$ cat src/rtl/spi_cmd_pkg.sv
package spi_cmd_pkg;

    localparam int REG_AW      = 4;
    localparam int MAX_TX      = 8;
    localparam int MAX_RX      = 4;

    localparam logic [REG_AW-1:0] OFS_CTRL = 4'h0;
    localparam logic [REG_AW-1:0] OFS_CMD  = 4'h4;
    localparam logic [REG_AW-1:0] OFS_DATA = 4'h8;

    localparam int CTL_GO_BIT   = 8;
    localparam int CTL_BUSY_BIT = 16;

    typedef struct packed {
        logic [23:0] addr;
        logic [7:0]  cmd;
        logic [31:0] payload;
    } frame_t;

    function automatic logic [3:0] clamp_tx(input logic [3:0] n);
        return (n > 4'(MAX_TX)) ? 4'(MAX_TX) : n;
    endfunction

    function automatic logic [3:0] clamp_rx(input logic [3:0] n);
        return (n > 4'(MAX_RX)) ? 4'(MAX_RX) : n;
    endfunction

    // Byte that goes out in frame slot idx.
    function automatic logic [7:0] slot_byte(input frame_t f, input logic [3:0] idx);
        logic [7:0] b;
        case (idx)
            4'd0:    b = f.cmd;
            4'd1:    b = f.addr[23:16];
            4'd2:    b = f.addr[15:8];
            4'd3:    b = f.addr[7:0];
            4'd4:    b = f.payload[7:0];
            4'd5:    b = f.payload[15:8];
            4'd6:    b = f.payload[23:16];
            4'd7:    b = f.payload[31:24];
            default: b = 8'h00;
        endcase
        return b;
    endfunction

endpackage

$ cat src/rtl/spi_cmd_tick.sv
module spi_cmd_tick #(
    parameter int DIV = 4
) (
    input  logic clk,
    input  logic rst,
    input  logic run_i,
    output logic tick_o
);
    localparam int HALF = DIV / 2;
    localparam int CW   = (HALF > 1) ? $clog2(HALF) : 1;
    localparam logic [CW-1:0] LAST = CW'(HALF - 1);

    logic [CW-1:0] cnt_q;

    assign tick_o = run_i && (cnt_q == LAST);

    always_ff @(posedge clk) begin
        if (rst || !run_i || tick_o) begin
            cnt_q <= '0;
        end else begin
            cnt_q <= cnt_q + 1'b1;
        end
    end

    initial begin
        assert (DIV >= 2 && (DIV % 2) == 0)
            else $error("DIV must be even and at least 2");
    end
endmodule

$ cat src/rtl/spi_cmd_regs.sv
module spi_cmd_regs
    import spi_cmd_pkg::*;
(
    input  logic              clk,
    input  logic              rst,
    input  logic              wr_i,
    input  logic [REG_AW-1:0] addr_i,
    input  logic [31:0]       wdata_i,
    output logic [31:0]       rdata_o,
    input  logic              busy_i,
    input  logic              rx_we_i,
    input  logic [1:0]        rx_idx_i,
    input  logic [7:0]        rx_byte_i,
    output frame_t            frame_o,
    output logic              start_o,
    output logic [3:0]        start_tx_o,
    output logic [3:0]        start_rx_o
);
    logic [3:0] tx_cnt_q, rx_cnt_q;
    frame_t     frame_q;

    logic wr_ok;
    assign wr_ok = wr_i && !busy_i;

    always_ff @(posedge clk) begin
        if (rst) begin
            tx_cnt_q <= '0;
            rx_cnt_q <= '0;
            frame_q  <= '0;
        end else begin
            if (wr_ok) begin
                case (addr_i)
                    OFS_CTRL: begin
                        tx_cnt_q <= wdata_i[3:0];
                        rx_cnt_q <= wdata_i[7:4];
                    end
                    OFS_CMD: begin
                        frame_q.cmd  <= wdata_i[7:0];
                        frame_q.addr <= wdata_i[31:8];
                    end
                    OFS_DATA: frame_q.payload <= wdata_i;
                    default: ;
                endcase
            end
            if (rx_we_i) begin
                frame_q.payload[rx_idx_i*8 +: 8] <= rx_byte_i;
            end
        end
    end

    assign start_o    = wr_ok && (addr_i == OFS_CTRL) && wdata_i[CTL_GO_BIT]
                        && (wdata_i[3:0] != 4'd0);
    assign start_tx_o = wdata_i[3:0];
    assign start_rx_o = wdata_i[7:4];
    assign frame_o    = frame_q;

    always_comb begin
        rdata_o = '0;
        case (addr_i)
            OFS_CTRL: begin
                rdata_o[3:0]         = tx_cnt_q;
                rdata_o[7:4]         = rx_cnt_q;
                rdata_o[CTL_BUSY_BIT] = busy_i;
            end
            OFS_CMD:  rdata_o = {frame_q.addr, frame_q.cmd};
            OFS_DATA: rdata_o = frame_q.payload;
            default:  rdata_o = '0;
        endcase
    end

    AST_FRAME_FROZEN: assert property (@(posedge clk) disable iff (rst)
        (busy_i && $past(busy_i)) |-> ($stable(frame_q.cmd) && $stable(frame_q.addr)))
        else $error("command/address changed during a frame");
endmodule

$ cat src/rtl/spi_cmd_seq.sv
module spi_cmd_seq
    import spi_cmd_pkg::*;
(
    input  logic       clk,
    input  logic       rst,
    input  logic       start_i,
    input  logic [3:0] start_tx_i,
    input  logic [3:0] start_rx_i,
    input  frame_t     frame_i,
    input  logic       tick_i,
    input  logic       miso_i,
    output logic       busy_o,
    output logic       sclk_o,
    output logic       cs_n_o,
    output logic       mosi_o,
    output logic       rx_we_o,
    output logic [1:0] rx_idx_o,
    output logic [7:0] rx_byte_o
);
    logic       busy_q, sclk_q, cs_n_q;
    logic [2:0] bit_q;
    logic [3:0] slot_q, txe_q, rxe_q;
    logic [7:0] txsh_q, rxsh_q;

    logic [3:0] last_slot, rx_slot;
    logic       in_tx, rise, fall;

    assign last_slot = txe_q + rxe_q - 4'd1;
    assign in_tx     = slot_q < txe_q;
    assign rx_slot   = slot_q - txe_q;
    assign rise      = busy_q && tick_i && !sclk_q;
    assign fall      = busy_q && tick_i && sclk_q;

    assign rx_we_o   = rise && !in_tx && (bit_q == 3'd7);
    assign rx_idx_o  = rx_slot[1:0];
    assign rx_byte_o = {rxsh_q[6:0], miso_i};

    always_ff @(posedge clk) begin
        if (rst) begin
            busy_q <= 1'b0;
            sclk_q <= 1'b0;
            cs_n_q <= 1'b1;
            bit_q  <= '0;
            slot_q <= '0;
            txe_q  <= '0;
            rxe_q  <= '0;
            txsh_q <= '0;
            rxsh_q <= '0;
        end else if (!busy_q) begin
            if (start_i) begin
                busy_q <= 1'b1;
                cs_n_q <= 1'b0;
                sclk_q <= 1'b0;
                bit_q  <= '0;
                slot_q <= '0;
                txe_q  <= clamp_tx(start_tx_i);
                rxe_q  <= clamp_rx(start_rx_i);
                txsh_q <= slot_byte(frame_i, 4'd0);
            end
        end else if (rise) begin
            sclk_q <= 1'b1;
            rxsh_q <= {rxsh_q[6:0], miso_i};
        end else if (fall) begin
            sclk_q <= 1'b0;
            if (bit_q == 3'd7) begin
                if (slot_q == last_slot) begin
                    busy_q <= 1'b0;
                    cs_n_q <= 1'b1;
                end else begin
                    slot_q <= slot_q + 4'd1;
                    bit_q  <= '0;
                    txsh_q <= slot_byte(frame_i, slot_q + 4'd1);
                end
            end else begin
                bit_q  <= bit_q + 3'd1;
                txsh_q <= {txsh_q[6:0], 1'b0};
            end
        end
    end

    assign busy_o = busy_q;
    assign sclk_o = sclk_q;
    assign cs_n_o = cs_n_q;
    assign mosi_o = busy_q && in_tx && txsh_q[7];

    AST_IDLE_CS_HIGH: assert property (@(posedge clk) disable iff (rst)
        !busy_q |-> cs_n_q)
        else $error("chip select low while idle");

    AST_SCLK_REST_LOW: assert property (@(posedge clk) disable iff (rst)
        cs_n_q |-> !sclk_q)
        else $error("serial clock high outside a frame");

    AST_LAUNCH_NONZERO: assert property (@(posedge clk) disable iff (rst)
        start_i |-> (start_tx_i != 4'd0))
        else $error("launch accepted with zero send count");

    AST_BUSY_FROM_LAUNCH: assert property (@(posedge clk) disable iff (rst)
        $rose(busy_q) |-> $past(start_i))
        else $error("busy rose without an accepted launch");
endmodule

$ cat src/rtl/spi_cmd_engine.sv
module spi_cmd_engine
    import spi_cmd_pkg::*;
#(
    parameter int DIV = 4
) (
    input  logic        clk,
    input  logic        rst,
    input  logic        reg_wr,
    input  logic [3:0]  reg_addr,
    input  logic [31:0] reg_wdata,
    output logic [31:0] reg_rdata,
    output logic        sclk,
    output logic        cs_n,
    output logic        mosi,
    input  logic        miso
);
    frame_t     frame;
    logic       start, busy, tick, rx_we;
    logic [3:0] start_tx, start_rx;
    logic [1:0] rx_idx;
    logic [7:0] rx_byte;

    spi_cmd_regs u_regs (
        .clk        (clk),
        .rst        (rst),
        .wr_i       (reg_wr),
        .addr_i     (reg_addr),
        .wdata_i    (reg_wdata),
        .rdata_o    (reg_rdata),
        .busy_i     (busy),
        .rx_we_i    (rx_we),
        .rx_idx_i   (rx_idx),
        .rx_byte_i  (rx_byte),
        .frame_o    (frame),
        .start_o    (start),
        .start_tx_o (start_tx),
        .start_rx_o (start_rx)
    );

    spi_cmd_tick #(.DIV(DIV)) u_tick (
        .clk    (clk),
        .rst    (rst),
        .run_i  (busy),
        .tick_o (tick)
    );

    spi_cmd_seq u_seq (
        .clk        (clk),
        .rst        (rst),
        .start_i    (start),
        .start_tx_i (start_tx),
        .start_rx_i (start_rx),
        .frame_i    (frame),
        .tick_i     (tick),
        .miso_i     (miso),
        .busy_o     (busy),
        .sclk_o     (sclk),
        .cs_n_o     (cs_n),
        .mosi_o     (mosi),
        .rx_we_o    (rx_we),
        .rx_idx_o   (rx_idx),
        .rx_byte_o  (rx_byte)
    );
endmodule

$ cat config.mk
export PLATFORM = sky130hd
export DESIGN_NAME = spi_cmd_engine
export DESIGN_NICKNAME = d
export VERILOG_FILES = /design/src/rtl/spi_cmd_pkg.sv /design/src/rtl/spi_cmd_tick.sv /design/src/rtl/spi_cmd_regs.sv /design/src/rtl/spi_cmd_seq.sv /design/src/rtl/spi_cmd_engine.sv
export SDC_FILE = /design/constraint.sdc
export NUM_CORES = 1
export LEC_CHECK = 0
export ABC_AREA = 1
export BUFFER_PORTS_ARGS = -buffer_cell sky130_fd_sc_hd__clkbuf_2
export CELL_PAD_IN_SITES_DETAIL_PLACEMENT = 0
export CELL_PAD_IN_SITES_GLOBAL_PLACEMENT = 1
export CORE_ASPECT_RATIO = 0.6
export CORE_MARGIN = 8
export CORE_UTILIZATION = 45
export DETAILED_ROUTE_END_ITERATION = 8
export GPL_ROUTABILITY_DRIVEN = 0
export MAX_ROUTING_LAYER = met4
export PLACE_DENSITY = 0.86
export REMOVE_ABC_BUFFERS = 1
export SLEW_MARGIN = 30
export SYNTH_ARGS = -nofsm -noshare
export SYNTH_HDL_FRONTEND = slang
export SYNTH_SLANG_ARGS = --single-unit
$ cat constraint.sdc
create_clock -name clk -period 4.2 [get_ports clk]
set_input_delay 1.26 -clock clk [delete_from_list [all_inputs] [get_ports clk]]
set_output_delay 1.26 -clock clk [all_outputs]
set_load 0.05 [all_outputs]
== Yosys cells after proc, flatten, opt, wreduce, memory -nomap -nowiden ==
Index checks and enable logic that the tools add are counted.

* $add $sub $neg: 7
* Order comparisons: 3
* Equal/unequal tests: 18
* Shift operators: 2
* Mux-type cells: 46
* Bitwise operators: 1
* Reduce and logical (&&, ||, !) cells: 31

{| class="wikitable"
|+ Operator list
! kind !! number
|-
| two-way mux 64 bit || 2
|-
| two-way mux 32 bit || 3
|-
| case mux 8 bit (8 select lines) || 1
|-
| two-way mux 8 bit || 6
|-
| negation 5 -> 34 bit || 1
|-
| variable shift 8 x 34 -> 32 bit, first input constant || 1
|-
| variable part select 8 x 34 -> 32 bit || 1
|-
| bitwise mux 32 bit || 1
|-
| two-way mux 4 bit || 8
|-
| case mux 15 bit (2 select lines) || 1
|-
| case mux 8 bit (3 select lines) || 1
|-
| == test 4 x 3 -> 1 bit, second input constant || 5
|-
| two-way mux 3 bit || 6
|-
| case mux 8 bit (2 select lines) || 1
|-
| two-way mux 1 bit || 15
|-
| logical AND 1 bit || 12
|-
| inequality test 2 bit, second input constant || 5
|-
| AND reduction 2 bit || 5
|-
| AND reduction 5 bit || 2
|-
| == test 4 x 2 -> 1 bit, second input constant || 2
|-
| zero test 4 bit || 2
|-
| inequality test 3 bit, second input constant || 2
|-
| nonzero test 2 bit || 3
|-
| adder 4 x 1 -> 4 bit, second input constant || 1
|-
| 18 further kinds || 21
|}

* Bits in registers: 106
* Input bits: 40
* Logic and storage cells: 123

== Depth between registers and ports, before layout ==
Gate-level depths: netlist of the first run.

* Depth in word-level cells: 8
* Gate-level depth with buffers: 18
* Mapped depth without buffers: 17

== Hierarchy ==
A second synthesis of the first run with hierarchy kept.

* Cells, all modules: 1042
* Area, all modules: 6600.1 µm²

{| class="wikitable"
|+ Modules (own cells, without submodules)
! module !! instances !! cells an instance !! area an instance (µm²) !! seq. area each (µm²)
|-
| spi_cmd_regs || 1 || 626 || 3931.3 || 1441.4
|-
| spi_cmd_seq || 1 || 410 || 2627.5 || 660.6
|-
| spi_cmd_tick || 1 || 6 || 41.3 || 20.0
|}

== Worst setup path after synthesis of the first run ==
OpenSTA, ideal clock, no wires.

* Path kind: input to output
* From: input port reg_addr[1]
* To: output port reg_rdata[10]
* Data arrival time: 3.179 ns
* Required time: 2.940 ns
* Slack: -0.239 ns
* Stages on the path: 5
* Path buffers: 1
* Cell sequence: or2_1 > nor3_4 > inv_2 > clkbuf_1 > o21ai_0

* Cells in the longest elaborated chain, start to end: 2
* Elaborated cells on any way between the ends: 3
* Classes of those cells: 2 x eq/ne; 1 x mux

{| class="wikitable"
|+ RTL lines
! element !! line !! source
|-
| start: declaration || spi_cmd_engine.sv:9 || <nowiki>input logic [3:0] reg_addr,</nowiki>
|-
| == test 4 bit or == test 4 x 3 -> 1 bit (tied branches) || spi_cmd_regs.sv:59 || <nowiki>case (addr_i)</nowiki>
|-
| case mux 8 bit (2 select lines) (*) || spi_cmd_regs.sv:59 ||
|-
| end: declaration || spi_cmd_engine.sv:11 || <nowiki>output logic [31:0] reg_rdata,</nowiki>
|}

Every way passes the cells marked *; elsewhere a longest branch is shown, timed or not.

== Worst setup path after layout of the first run ==
* From: input port reg_addr[1]
* To: output port reg_rdata[13]

Same word-level chain as after synthesis.

==> impl_metrics.yaml, run 1 <==
worst_setup_path:
  crit_type: "input pin to output pin"
  reg2reg_slack_ns: 1.43
  crit_required_ns: 2.94
  startpoint_type: "input pin"
  cp_max_fo: 26
  end_kind: "output pin"
  worstPathArrival_ns: 2.67
drt:
  vias: 6401
  drc: 0
  ant_nets: 0
  dr.pass1.iters: 5
  drtIter0Drc: 677
  avgViaCountPerCell: 5.566
  wl_per_cell_um: 17.91
  wl_um: 20590
sta:
  timing.fmax_ghz: 0.2543
  rsz0062_at_grt: "no"
  fin_crit_ns: 3.932
  drv_slew: 0
  slew_headroom_pct: 43.44
  tightest_slew_ns: 0.8485
  tns_ns: 0
  final.period_utilization_pct: 93.63
  finClkSkew_ns: 0.01361
  hold_violations: 0
  setup_violations: 0
floorplan:
  start_util_pct: 45.27
  core_area_um2: 13420
  die_y_um: 106.0
  die_area_um2: 17590
  pin_count: 75
  fp.dieW_um: 166.0
  rows: 33
cells_and_area:
  n_antenna_cell: 0
  area_growth_pct: 21.36
  finalNetCount: 1030
  drive_gt1_share_pct: 12.62
  fin_util_pct: 54.94
logic_synthesis:
  synth_flop_cell: "dfxtp_1"
  ys_seq_area_share_pct: 34.93
  yosysWarningCount: 0
  synth.most_common_cell: "nand2_1"
  synth_top_area_share_pct: 34.93
  ys_ff_latch: 106
  post_synth_inst_count: 925
  yosys.area.top_type: "dfxtp_1"
  syn_avg_cell_area_um2: 6.567
  synth_common_cells: "nand2_1, o21ai_0, inv_1, dfxtp_1, nor2_1"
  synthArstFlopShare_pct: 0
  syn-cell-area_um2: 6075
  synth_edf_count: 0
  synth.distinct_cells: 34
  synth_area_leaders: "dfxtp_1, nand2_1, o21ai_0"
clock_network:
  hold_buffers: 0
  clockRootBuffer: "clkbuf_16"
  path_clk_slew_ns: 0.08
  clkLatencyLatePin_ns: 0.36
  post_cts_resized: 0
  cts_buffer_depth: 2
  cts_made_buffers: 9
  htreeDepth: 3
  postCtsSetupBuffers: 0
  cts_sinks: 106
  cts_tree: "done"
place:
  port_buffers: 74
  dp_hpwl_um: 14760
grt:
  antenna_found_initial: 0
  grt_pass1_wl_um: 32570
  grt_pass1_vias: 5696
  grt_usage_pct: 23.78
  grt_overflow: 0
  grt_max_degree: 65
power:
  p_leak_nw: 2.949
  ir_worst_vdd_mv: 0.2123
  p_per_area_nw_per_um2: 290.4
outcome:
  status: "finished clean"
run:
  maxCapViolations: 0
hold_path:
  min_path_type: "flip-flop to flip-flop"
## power breakdown
part           leakage (nW)  internal (mW)  switching [mW]
clock network         0.146          0.425           0.454
logic                  1.95         0.0664           0.141
registers             0.857           1.03          0.0210
## critical path: stages
cell      delay (ns)
clkbuf_2        0.07
or2_1           0.28
nor3_4          0.18
inv_2           0.25
o21ai_0         0.42
buf_12          0.19
## metrics by stage
step / setup WS (ns) / cells / hold slack (ns) / area [um2] / power [mW]
after detailed placement: 0.2649 / 1134 / 0.4395 / 7067 / 1.280
after global routing: 0.1791 / 1150 / 0.4897 / 7372 / 2.208
after CTS: 0.2349 / 1150 / 0.4583 / 7372 / 2.141
final: 0.2676 / 1150 / 0.4653 / 7372 / 2.141
after global placement: 0.3347 / 1134 / 0.4441 / 7067 / 1.279
after floorplan: -0.3077 / 866 / 0.4209 / 5812 / 1.188
## logic make-up after synthesis
group / Yosys count / share of synthesized area (%)
AO/OA/AOI/OAI: 233 / 20.23
AND/OR/NAND/NOR: 390 / 28.42
adder cells (fa/ha/maj): 20 / 4.367
XOR/XNOR: 6 / 0.8651
flip-flops: 106 / 34.93
buffers and inverters: 170 / 11.18
## sequential cells by signal (all words and copies together), names as in the netlist, 3 cells and up
register         flops
u_seq.txe_q          4
u_regs.frame_o      64
u_regs.rx_cnt_q      4
u_seq.slot_q         4
u_seq.rxe_q          4
u_seq.rxsh_q         7
u_seq.txsh_q         8
u_seq.bit_q          3
u_regs.tx_cnt_q      4
## placed cells by master, fill, tap and decap left out, types with 2 or more instances in the layout
cell	instances
buf_12	34
inv_1	107
o211ai_1	15
nor2_4	2
o21ai_1	15
a211oi_1	2
inv_2	4
nor2_1	81
ha_1	18
a21oi_1	73
nand2_1	188
clkbuf_2	42
fa_1	2
clkbuf_16	9
buf_4	17
o22ai_1	8
xor2_1	4
dfxtp_1	106
nor3_1	28
o221ai_1	2
nand3_1	32
clkinv_8	2
nand4_1	51
inv_8	2
nor2_2	2
o21ai_0	117
## cell type report
class / instances / area (um2)
clock buffer: 9 / 225.2
timing repair buffer: 93 / 1018
clock inverter: 7 / 80.08
tap: 175 / 219.0
sequential: 106 / 2122
multi-input combinational: 649 / 3291
inverter: 111 / 416.7
fill: 1308 / 6047
## per-layer routing
| layer | track usage, % | up-vias | wire length (um) |
|---|---|---|---|
| met2 | 31.95 | 302 | 7960 |
| met4 | 3.938 | 0 | 186 |
| met1 | 35.26 | 2907 | 10470 |
| met5 | - | - | 0 |
| met3 | 5.697 | 17 | 1980 |
| li1 | - | 3175 | - |
## final timing paths
kind / from / endpoint / depth (start not counted)
setup / recovery: reg_addr[1] / reg_rdata[13] / 6
hold reg to reg: u_tick.cnt_q$_SDFF_PP0_ / u_tick.cnt_q$_SDFF_PP0_ / 1
hold / removal: u_tick.cnt_q$_SDFF_PP0_ / u_tick.cnt_q$_SDFF_PP0_ / 1
setup reg to reg: u_seq.slot_q[0]$_SDFFE_PP0P_ / u_regs.frame_o[24]$_SDFF_PP0_ / 7
No activity file was read; power rests on OpenSTA's default activity.
==> run 2: changes to the inputs <==
- CELL_PAD_IN_SITES_DETAIL_PLACEMENT: 0 -> default
- CELL_PAD_IN_SITES_GLOBAL_PLACEMENT: 1 -> default
- CORE_UTILIZATION: 45 -> 62
- PLACE_DENSITY: 0.86 -> 0.84
==> run 2 against run 1 <==
Net effect:
- the flow now finishes with violations (design-rule violations)
- design area is 1.5% lower
- register-to-register slack worse by 0.28 ns
- global-route usage up 6.8 points
- first-iteration DRC count increased by 47%
- largest power group unchanged
==> impl_metrics.yaml, run 2 (synthesis gave the netlist of run 1 again) <==
grt:
  antenna_found_initial: 0
  busiest_layer: "met2"
  grt_util_met1_pct: 40.85
  grt.met3_usage_pct: 7.653
  met2_usage_pct: 43.41
  grt_usage_pct: 30.59
  grt_pass1_vias: 6212
  grt_pass1_wl_um: 31510
  grt_max_degree: 83
  grt_overflow: 0
sta:
  fin_crit_ns: 3.946
  hold_violations: 0
  hold_slack_ns: 0.4559
  timing.fmax_ghz: 0.2534
  drv_slew: 0
  rsz0062_at_grt: "no"
  finClkSkew_ns: 0.008420
  slew_headroom_pct: 44.77
  tightest_slew_ns: 0.8285
  setup_violations: 0
  final.period_utilization_pct: 93.95
place:
  dp_cells: 1092
  dp_hpwl_um: 13620
  dpl_cell_area_um2: 6927
  port_buffers: 74
worst_setup_path:
  end_kind: "output pin"
  worstPathArrival_ns: 2.69
  crit_required_ns: 2.94
  reg2reg_slack_ns: 1.15
  cp_max_fo: 12
  r2r-start: "u_seq.slot_q[0]$_SDFFE_PP0P_"
  crit_path_start: "reg_addr[1]"
  startpoint_type: "input pin"
  crit_type: "input pin to output pin"
floorplan:
  rows: 28
  die_y_um: 92.67
  start_util_pct: 62.60
  fp.dieW_um: 143.8
  pin_count: 75
  core_area_um2: 9704
  die_area_um2: 13320
clock_network:
  clockRootBuffer: "clkbuf_16"
  path_clk_slew_ns: 0.07
  cts_buffer_depth: 2
  post_cts_resized: 0
  postCtsSetupBuffers: 0
  htreeDepth: 3
  cts_made_buffers: 9
  hold_buffers: 0
  cts_sinks: 106
  cts_tree: "done"
  clkLatencyLatePin_ns: 0.35
drt:
  dr.pass1.iters: 7
  wl_per_cell_um: 17.67
  drtIter0Drc: 998
  ant_nets: 0
  avgViaCountPerCell: 6.128
  vias: 6790
  drc: 1
  wl_um: 19580
power:
  ir_worst_vdd_mv: 0.1906
  p_leak_nw: 2.935
  p_per_area_nw_per_um2: 306.1
  total_power_mw: 2.223
cells_and_area:
  fin_util_pct: 74.83
  largest_reg_flops: 64
  layout.cells.non_filler: 1108
  layout_common_cells: "nand2_1, o21ai_0, inv_1"
  area_growth_pct: 19.55
  fillCellCount: 767
  layout_commonest_cell: "nand2_1"
  drive_gt1_share_pct: 12.13
  n_antenna_cell: 0
  final_area_um2: 7262
  finalNetCount: 1028
outcome:
  violations: "design-rule violations"
  status: "finished with violations"
hold_path:
  hp-start: "u_tick.cnt_q$_SDFF_PP0_"
  min_path_type: "flip-flop to flip-flop"
run:
  maxCapViolations: 0
[run 2: cell count changes in the layout (fill, tap and decap cells not counted), sizes merged]
cell,delta
clkinv,-1
bufinv,+3
clkbuf,+5
inv,-4
buf,-5
[run 2: stage by stage]
stage / setup TNS (ns) / setup WS, ns
floorplan: -9.317 / -0.3077
detailed placement: 0 / 0.2854
finish: 0 / 0.2542
global route: 0 / 0.1598
global placement: 0 / 0.3306
CTS: 0 / 0.2646
[run 2: worst paths after layout]
path	end	cells past startpoint
worst max-delay path	reg_rdata[29]	9
worst min-delay path	u_tick.cnt_q$_SDFF_PP0_	1
worst max register to register	u_regs.frame_o[11]$_SDFF_PP0_	11
worst min register to register	u_tick.cnt_q$_SDFF_PP0_	1
[run 2: final cells by class]
cell class	instances	area, um2	share of cell area, %
clock buffer	11	232.7	3.205
clock inverter	5	102.6	1.413
inverter	111	416.7	5.737
multi-input combinational	649	3286	45.24
sequential	106	2122	29.22
tap	135	168.9	2.326
timing repair buffer	91	933.4	12.85
[run 2: routing by layer]
metal	vias to the layer above	wire length, um
li1	3157	-
met1	3068	8037
met2	499	8280
met3	66	2735
met4	0	522
met5	-	0
[run 2: critical path, cell delays in order]
cell and delay (ns):
clkbuf_2 0.07, or2_1 0.26, inv_1 0.08, nand3_1 0.10, inv_2 0.25, buf_4 0.23, nand2_1 0.06, o21ai_0 0.16
buf_12 0.19
[run 2: where the power goes]
group	switching, mW	total, mW	internal [mW]
Combinational	0.139	0.203	0.0638
Clock	0.385	0.967	0.583
Sequential	0.0195	1.05	1.03
Total	0.543	2.22	1.68
